<file path="config.mk">
export PLATFORM = sky130hd
export DESIGN_NAME = xirq_status_unit
export DESIGN_NICKNAME = d
export VERILOG_FILES = /design/src/rtl/xirq_pkg.sv /design/src/rtl/xirq_pin_detect.sv /design/src/rtl/xirq_flag_cell.sv /design/src/rtl/xirq_reg_port.sv /design/src/rtl/xirq_status_unit.sv
export SDC_FILE = /design/constraint.sdc
export NUM_CORES = 1
export LEC_CHECK = 0
export ABC_AREA = 1
export CAP_MARGIN = 20
export CORE_AREA = 2 2 59 61
export DETAILED_ROUTE_END_ITERATION = 8
export DIE_AREA = 0 0 61 63
export GPL_TIMING_DRIVEN = 0
export PLACE_DENSITY = 0.87
export SETUP_SLACK_MARGIN = 0.15
export SYNTH_ARGS = -nofsm -noshare
export SYNTH_HDL_FRONTEND = slang
export SYNTH_HIERARCHICAL = 1
export SYNTH_SLANG_ARGS = --single-unit
</file>
<file path="constraint.sdc">
create_clock -name clk -period 3 [get_ports clk]
set_input_delay 0.3 -clock clk [delete_from_list [all_inputs] [get_ports clk]]
set_output_delay 0.3 -clock clk [all_outputs]
set_load 0.05 [all_outputs]
</file>
<file path="src/rtl/xirq_pkg.sv">
package xirq_pkg;
  typedef enum logic [1:0] {
    DET_LOW  = 2'd0,
    DET_FALL = 2'd1,
    DET_RISE = 2'd2,
    DET_BOTH = 2'd3
  } det_mode_e;
endpackage

</file>
<file path="src/rtl/xirq_pin_detect.sv">
module xirq_pin_detect
  import xirq_pkg::*;
#(
  parameter int SYNC_STAGES = 2
) (
  input  logic       clk,
  input  logic       pin,
  input  logic [1:0] mode,
  output logic       set_req,
  output logic       pin_high
);
  localparam int LAST = SYNC_STAGES - 1;

  // The synchronizer chain keeps sampling during reset, so the pin level
  // has settled by the time the flags leave reset.
  logic [SYNC_STAGES-1:0] chain_q;
  logic                   prev_q;

  generate
    if (SYNC_STAGES == 1) begin : g_one
      always_ff @(posedge clk) chain_q[0] <= pin;
    end else begin : g_many
      always_ff @(posedge clk) chain_q <= {chain_q[SYNC_STAGES-2:0], pin};
    end
  endgenerate

  always_ff @(posedge clk) prev_q <= chain_q[LAST];

  logic fall_ev, rise_ev;
  assign fall_ev  = prev_q & ~chain_q[LAST];
  assign rise_ev  = ~prev_q & chain_q[LAST];
  assign pin_high = chain_q[LAST];

  always_comb begin
    case (det_mode_e'(mode))
      DET_LOW:  set_req = ~chain_q[LAST];
      DET_FALL: set_req = fall_ev;
      DET_RISE: set_req = rise_ev;
      default:  set_req = fall_ev | rise_ev;
    endcase
  end
endmodule

</file>
<file path="src/rtl/xirq_flag_cell.sv">
module xirq_flag_cell (
  input  logic clk,
  input  logic rst,
  input  logic set_req,
  input  logic rd_hit,
  input  logic wr_hit,
  input  logic wr_bit,
  input  logic exc_ack,
  input  logic xfer_start,
  input  logic xfer_keep,
  input  logic level_mode,
  input  logic pin_high,
  output logic flag_q
);
  logic arm_q;
  logic clr_wr, clr_exc, clr_xfer, clr_any;

  assign clr_wr   = wr_hit & ~wr_bit & arm_q;
  assign clr_exc  = exc_ack & (~level_mode | pin_high);
  assign clr_xfer = xfer_start & ~xfer_keep;
  assign clr_any  = clr_wr | clr_exc | clr_xfer;

  // A new request wins over any clear in the same cycle.
  always_ff @(posedge clk) begin
    if (rst)          flag_q <= 1'b0;
    else if (set_req) flag_q <= 1'b1;
    else if (clr_any) flag_q <= 1'b0;
  end

  // Read-as-1 permission: armed by a read that returns 1, dropped by any write or clear.
  always_ff @(posedge clk) begin
    if (rst)                   arm_q <= 1'b0;
    else if (wr_hit | clr_any) arm_q <= 1'b0;
    else if (rd_hit & flag_q)  arm_q <= 1'b1;
  end
endmodule

</file>
<file path="src/rtl/xirq_reg_port.sv">
module xirq_reg_port #(
  parameter int NUM_PINS = 4,
  parameter int DATA_W   = 16,
  parameter int ADDR_W   = 4,
  parameter int REG_ADDR = 0,
  parameter int FLAG_MSB = 7
) (
  input  logic                clk,
  input  logic                rst,
  input  logic                bus_rd,
  input  logic                bus_wr,
  input  logic [ADDR_W-1:0]   bus_addr,
  input  logic [DATA_W-1:0]   bus_wdata,
  input  logic [NUM_PINS-1:0] flags,
  output logic                rd_hit,
  output logic                wr_hit,
  output logic [NUM_PINS-1:0] wr_bits,
  output logic [DATA_W-1:0]   bus_rdata
);
  logic              addr_hit;
  logic [DATA_W-1:0] word;

  assign addr_hit = (bus_addr == ADDR_W'(REG_ADDR));
  assign rd_hit   = bus_rd & addr_hit;
  assign wr_hit   = bus_wr & addr_hit;

  // Pin n sits at bit FLAG_MSB-n; all other bits are reserved and read as 0.
  always_comb begin
    word = '0;
    for (int n = 0; n < NUM_PINS; n++) word[FLAG_MSB - n] = flags[n];
  end

  genvar g;
  generate
    for (g = 0; g < NUM_PINS; g++) begin : g_wb
      assign wr_bits[g] = bus_wdata[FLAG_MSB - g];
    end
  endgenerate

  always_ff @(posedge clk) begin
    if (rst)         bus_rdata <= '0;
    else if (rd_hit) bus_rdata <= word;
    else             bus_rdata <= '0;
  end
endmodule

</file>
<file path="src/rtl/xirq_status_unit.sv">
module xirq_status_unit
  import xirq_pkg::*;
#(
  parameter int NUM_PINS    = 4,
  parameter int DATA_W      = 16,
  parameter int ADDR_W      = 4,
  parameter int REG_ADDR    = 0,
  parameter int FLAG_MSB    = 7,
  parameter int SYNC_STAGES = 2
) (
  input  logic                  clk,
  input  logic                  rst,
  input  logic                  bus_rd,
  input  logic                  bus_wr,
  input  logic [ADDR_W-1:0]     bus_addr,
  input  logic [DATA_W-1:0]     bus_wdata,
  output logic [DATA_W-1:0]     bus_rdata,
  input  logic [NUM_PINS-1:0]   pin_in,
  input  logic [2*NUM_PINS-1:0] mode_cfg,
  input  logic [NUM_PINS-1:0]   exc_ack,
  input  logic [NUM_PINS-1:0]   xfer_start,
  input  logic                  xfer_keep,
  output logic [NUM_PINS-1:0]   irq_req
);
  logic                rd_hit, wr_hit;
  logic [NUM_PINS-1:0] wr_bits, flags, set_req, pin_high;

  xirq_reg_port #(
    .NUM_PINS(NUM_PINS), .DATA_W(DATA_W), .ADDR_W(ADDR_W),
    .REG_ADDR(REG_ADDR), .FLAG_MSB(FLAG_MSB)
  ) u_port (
    .clk(clk), .rst(rst), .bus_rd(bus_rd), .bus_wr(bus_wr),
    .bus_addr(bus_addr), .bus_wdata(bus_wdata), .flags(flags),
    .rd_hit(rd_hit), .wr_hit(wr_hit), .wr_bits(wr_bits),
    .bus_rdata(bus_rdata)
  );

  genvar g;
  generate
    for (g = 0; g < NUM_PINS; g++) begin : g_pin
      logic [1:0] mode_n;
      assign mode_n = mode_cfg[2*g +: 2];

      xirq_pin_detect #(.SYNC_STAGES(SYNC_STAGES)) u_det (
        .clk(clk), .pin(pin_in[g]), .mode(mode_n),
        .set_req(set_req[g]), .pin_high(pin_high[g])
      );

      xirq_flag_cell u_cell (
        .clk(clk), .rst(rst), .set_req(set_req[g]),
        .rd_hit(rd_hit), .wr_hit(wr_hit), .wr_bit(wr_bits[g]),
        .exc_ack(exc_ack[g]), .xfer_start(xfer_start[g]),
        .xfer_keep(xfer_keep),
        .level_mode(det_mode_e'(mode_n) == DET_LOW),
        .pin_high(pin_high[g]), .flag_q(flags[g])
      );
    end
  endgenerate

  assign irq_req = flags;
endmodule

</file>
# Word-level counts from Yosys, hierarchy flattened
# Index checks and enable logic that the tools add are counted.
dict set report totals {
  in_bits 45
  ff_bits 36
}
dict set report op_classes {
  reduce_logical 14
  n_bitwise 68
  muxes 12
  n_eq_ne 8
}
# cell count
set op_table {}
lappend op_table {{$and A1 B1 Y1} 30}
lappend op_table {{$or A1 B1 Y1} 20}
lappend op_table {{$not A1 Y1} 18}
lappend op_table {{$pmux W1 S3} 4}
lappend op_table {{$reduce_or A2 Y1} 5}
lappend op_table {{$eq A2 B1 Y1 const B} 4}
lappend op_table {{$eq A2 B2 Y1 const B} 4}
lappend op_table {{$logic_not A2 Y1} 4}
lappend op_table {{$mux W1} 8}
lappend op_table {{$reduce_bool A2 Y1} 4}
lappend op_table {{$logic_not A4 Y1} 1}

# Depth between registers and ports, before layout
dict set report depth {
  ltp_word 8
  depth_mapped 8
}

# Modules after synthesis
# The synthesis kept the hierarchy.
# module n_inst area_each_um2 cells_each seq_area_each_um2
set by_module_without_submodules {}
lappend by_module_without_submodules {xirq_pin_detect 4 136.4 18 60.1}
lappend by_module_without_submodules {xirq_flag_cell 4 115.1 18 40.0}
lappend by_module_without_submodules {xirq_reg_port 1 281.5 38 80.1}
lappend by_module_without_submodules {xirq_status_unit 1 15.0 4 0.0}

# Worst setup path before layout
# Ideal clock, no wire load.
dict set report synth_timing {
  path_kind {input to register}
  from {in bus_addr[3]}
  to {reg g_pin[0].u_cell.flag_q}
  setup_time_ns 0.119
  required_ns 2.881
  arrival_time_ns 1.165
  setup_slack_ns 1.716
  n_path_buf 0
  path_stages 6
  path_cell_list {nor2_2 > nand2_1 > nor2_1 > nand3_2 > nand4_1 > a21oi_1}
}
dict set report synth_via {
  elab_chain_cells 7
}
# element line
set synth_lines {}
lappend synth_lines {{from (decl)} xirq_status_unit.sv:15} ;# input logic [ADDR_W-1:0] bus_addr,
lappend synth_lines {{$logic_not A4 Y1} xirq_reg_port.sv:23} ;# assign addr_hit = (bus_addr == ADDR_W'(REG_ADDR));
lappend synth_lines {{$and A1 B1 Y1} xirq_reg_port.sv:25} ;# assign wr_hit = bus_wr & addr_hit;
lappend synth_lines {{via wr_hit} xirq_status_unit.sv:25} ;# logic rd_hit, wr_hit;
lappend synth_lines {{$and A1 B1 Y1 (2 in series)} xirq_flag_cell.sv:18} ;# assign clr_wr = wr_hit & ~wr_bit & arm_q;
lappend synth_lines {{$or A1 B1 Y1 (2 in series)} xirq_flag_cell.sv:21} ;# assign clr_any = clr_wr | clr_exc | clr_xfer;
lappend synth_lines {{$reduce_bool A2 Y1 (no source line)} n/a}
lappend synth_lines {{to (signal assigned)} xirq_flag_cell.sv:25} ;# if (rst) flag_q <= 1'b0;
lappend synth_lines {{to (signal assigned)} xirq_flag_cell.sv:26} ;# else if (set_req) flag_q <= 1'b1;
lappend synth_lines {{to (signal assigned)} xirq_flag_cell.sv:27} ;# else if (clr_any) flag_q <= 1'b0;
lappend synth_lines {{to (decl)} xirq_flag_cell.sv:13} ;# output logic flag_q
# The timed path passes the listed nets, and every way through them passes these cells.
# A chain may end at the register's enable or synchronous reset.

# Worst setup path after layout
dict set report layout_timing {
  from {reg g_pin[2].u_cell.flag_q}
  to {out irq_req[2]}
}
# element line
set layout_lines {}
lappend layout_lines {{from (decl)} xirq_flag_cell.sv:13}
lappend layout_lines {{from (signal assigned)} xirq_flag_cell.sv:25}
lappend layout_lines {{from (signal assigned)} xirq_flag_cell.sv:26}
lappend layout_lines {{from (signal assigned)} xirq_flag_cell.sv:27}
lappend layout_lines {{to (decl)} xirq_status_unit.sv:23} ;# output logic [NUM_PINS-1:0] irq_req
# No word-level cell between the ends.

==> impl_metrics.toml <==
[logic_synthesis]
synthSimpleGateAreaFrac_pct = 28.1
synth-xor-area-share_pct = 0
ys_async_sr_fraction_pct = 0
synth_mux_area_share_pct = 0
syn_area_sq_um = 1300
ys_seq_elements = 24
syn_avg_cell_area_sq_um = 7.00
netlist_instances = 186
netlist_top_cells_count = "51 x inv_1, 33 x nand2_1, 24 x dfxtp_1, 18 x nor2_1, 16 x buf_4"
synth_most_common_cell = "inv_1"
synth_top_family_by_area = "simple AND/OR/NAND/NOR gates"
synth_top_area_share_pct = 36.9
synthAdderAreaFrac_pct = 7.68
ys_seq_area_share_pct = 36.9
synth_edf_count = 0
synth_flop_cell = "dfxtp_1"
synth_compound_area_share_pct = 3.07
synth_top_area_cell = "dfxtp_1"
ys_warn_count = 6
ys_types = 15
synth_top_cells_by_area = "dfxtp_1 37%, inv_1 15%, nand2_1 9.5%, buf_4 9.2%, ha_1 7.7%"

[clock_tree]
htree_num_levels = 1
numCtsBuffers = 3
ctsResizeCount = 0
clock-root-buffer = "clkbuf_4"
clkTransAtPathRegs_ns = 0.13
clk_latency_ns = 0.30
cts_buffer_depth = 2
cts_setup_buffers = 0
clkSinkCount = 24
cts_tree = "done"
holdBufCountCts = 0

[global_routing]
grt_pass1_vias = 1057
grt_pass1_wl_microns = 4000
antenna_found_initial = 0
grt_util_all_layers_pct = 13.3
grt_max_degree = 14
gr-total-overflow = 0

[worst_hold_path]
hold_path.class = "primary input to flip-flop"

[critical_path]
path_buf_inv = 1
start_kind = "flip-flop"
crit_fanout = 4
crit_path_max_incr_delay_ns = 0.82
crit_required_ns = 2.70
critical_path_arrival_ns = 1.54
crit_type = "flip-flop to primary output"
r2r_slack_ns = 1.79
end_kind = "primary output"
cp_top_family = "buffers and inverters"
crit_path_top_delay_cell = "clkdlybuf4s50_1"
path_cells = "clkdlybuf4s50_1"

[layout]
nets = 291
final_cells = 283
utilization_pct = 55.6
design_area_sq_um = 1800
antenna_cells = 0
layout-drive-gt1-share_pct = 13.1
fill_cells = 316
syn2layout_area_growth_pct = 38.0

[floorplanning]
die_area_sq_um = 3840
core_sq_um = 3230
die_h_microns = 63
row_count = 21
start_util_pct = 40.3
fp.dieW_microns = 61
pin_count = 65

[detailed_routing]
drc = 0
routed_wl_microns = 2370
first_iter_violations = 29
first_pass_iters = 4
wire_per_inst_microns = 8.37
vias_per_cell = 4.02
vias = 1137
detail-route-antenna-nets = 0

[pwr]
powerDensity_nw_per_um2 = 379
ir_drop_mv = 0.204
p_leak_nw = 0.969

[timing]
rsz0062_at_grt = "no"
setup_viol = 0
finalHoldViolCount = 0
finalCritPeriodShare_pct = 61.4
fmax_mhz = 543
setup_tns_ns = 0
tightestPinTransition_ns = 0.697
relSlewSlack_pct = 53.4
final.min_clock_period_ns = 1.84
drv_slew = 0
fin_skew_ns = 0.00332

[flow_run]
cap_violations = 0

[placement]
dp_cells = 279
finalWeightedCongestion = 0.685
post-dp-hpwl_microns = 1990
dpl_cell_area_sq_um = 1760
portBuffers = 36

[status]
status = "complete, no violations"
-- worst min-delay path: cells and delay by family --
family        cells  cell delay (ns)
buf+inv           2             0.12
simple gates      3             0.20
-- cell families (layout without fill, tap and decap cells) --
group	after synthesis	after routing
DFF	24	24
and+or+nand+nor	78	78
adders and majority gates	8	8
AOI/OAI and AO/OA	8	8
other	1	12
buffers and inverters	67	107
-- layer usage --
metal  wire, microns  up-vias  GRT usage [%]
li1                -      620              -
met1            1010      479           14.4
met2            1180       36           24.7
met3             163        2           2.69
met4              13        0           4.35
met5               0        -              0
-- final timing paths --
check | depth (start not counted) | to | from
hold / removal | 5 | g_pin[1].u_cell/arm_q | bus_wdata[6]
hold reg to reg | 0 | g_pin[3].u_det/chain_q[1] | g_pin[3].u_det/chain_q[0]
setup / recovery | 1 | irq_req[2] | g_pin[2].u_cell/flag_q
setup reg to reg | 7 | g_pin[3].u_cell/flag_q | g_pin[3].u_det/chain_q[1]
-- registers in the layout (all words and copies together), names as in the netlist --
| register | flops |
|---|---|
| g_pin.u_det/chain_q | 8 |
| g_pin.u_cell/flag_q | 4 |
| u_port/bus_rdata | 4 |
| g_pin.u_det/prev_q | 4 |
| g_pin.u_cell/arm_q | 4 |
-- layout make-up --
| cell class | instances | area (sq um) | share of cell area (%) |
|---|---|---|---|
| Tap cell | 46 | 57.6 | 3.20 |
| Clock buffer | 4 | 36.3 | 2.02 |
| Buffer | 16 | 120 | 6.68 |
| Timing Repair Buffer | 36 | 360 | 20.0 |
| Inverter | 51 | 191 | 10.6 |
| Sequential cell | 24 | 480 | 26.7 |
| Multi-Input combinational cell | 106 | 552 | 30.7 |
-- per-stage QoR --
| step | hold WS [ns] | power, W | setup WS, ns |
|---|---|---|---|
| final | 0.338 | 0.000681 | 1.16 |
| after global placement | 0.311 | 0.000520 | 1.10 |
| after floorplan | 0.310 | 0.000461 | 1.72 |
| after CTS | 0.329 | 0.000692 | 1.13 |
| after global routing | 0.346 | 0.000722 | 1.09 |
| after detailed placement | 0.312 | 0.000524 | 1.04 |
-- cells in the final DEF, fill, tap and decap left out, types with 2 or more instances in the layout --
master and count:
conb_1 12, clkbuf_4 3, nand4_1 4, nand3_2 4, nand2_1 33, a21oi_1 4
clkdlybuf4s50_1 36, buf_4 16, nand2_2 4, o21ai_0 4, nor2_1 18, dfxtp_1 24
nand3_1 12, ha_1 8, inv_1 51, nor2_2 2
-- report_power, final --
group | total [W] | internal, W | switching, W | leakage [nW]
Sequential | 0.000343 | 0.000333 | 0.0000108 | 0.199
Clock | 0.000164 | 0.0000740 | 0.0000901 | 0.0210
Combinational | 0.000174 | 0.0000763 | 0.0000972 | 0.749
Total | 0.000681 | 0.000483 | 0.000198 | 0.969
Power figures use the tool's default switching activity.
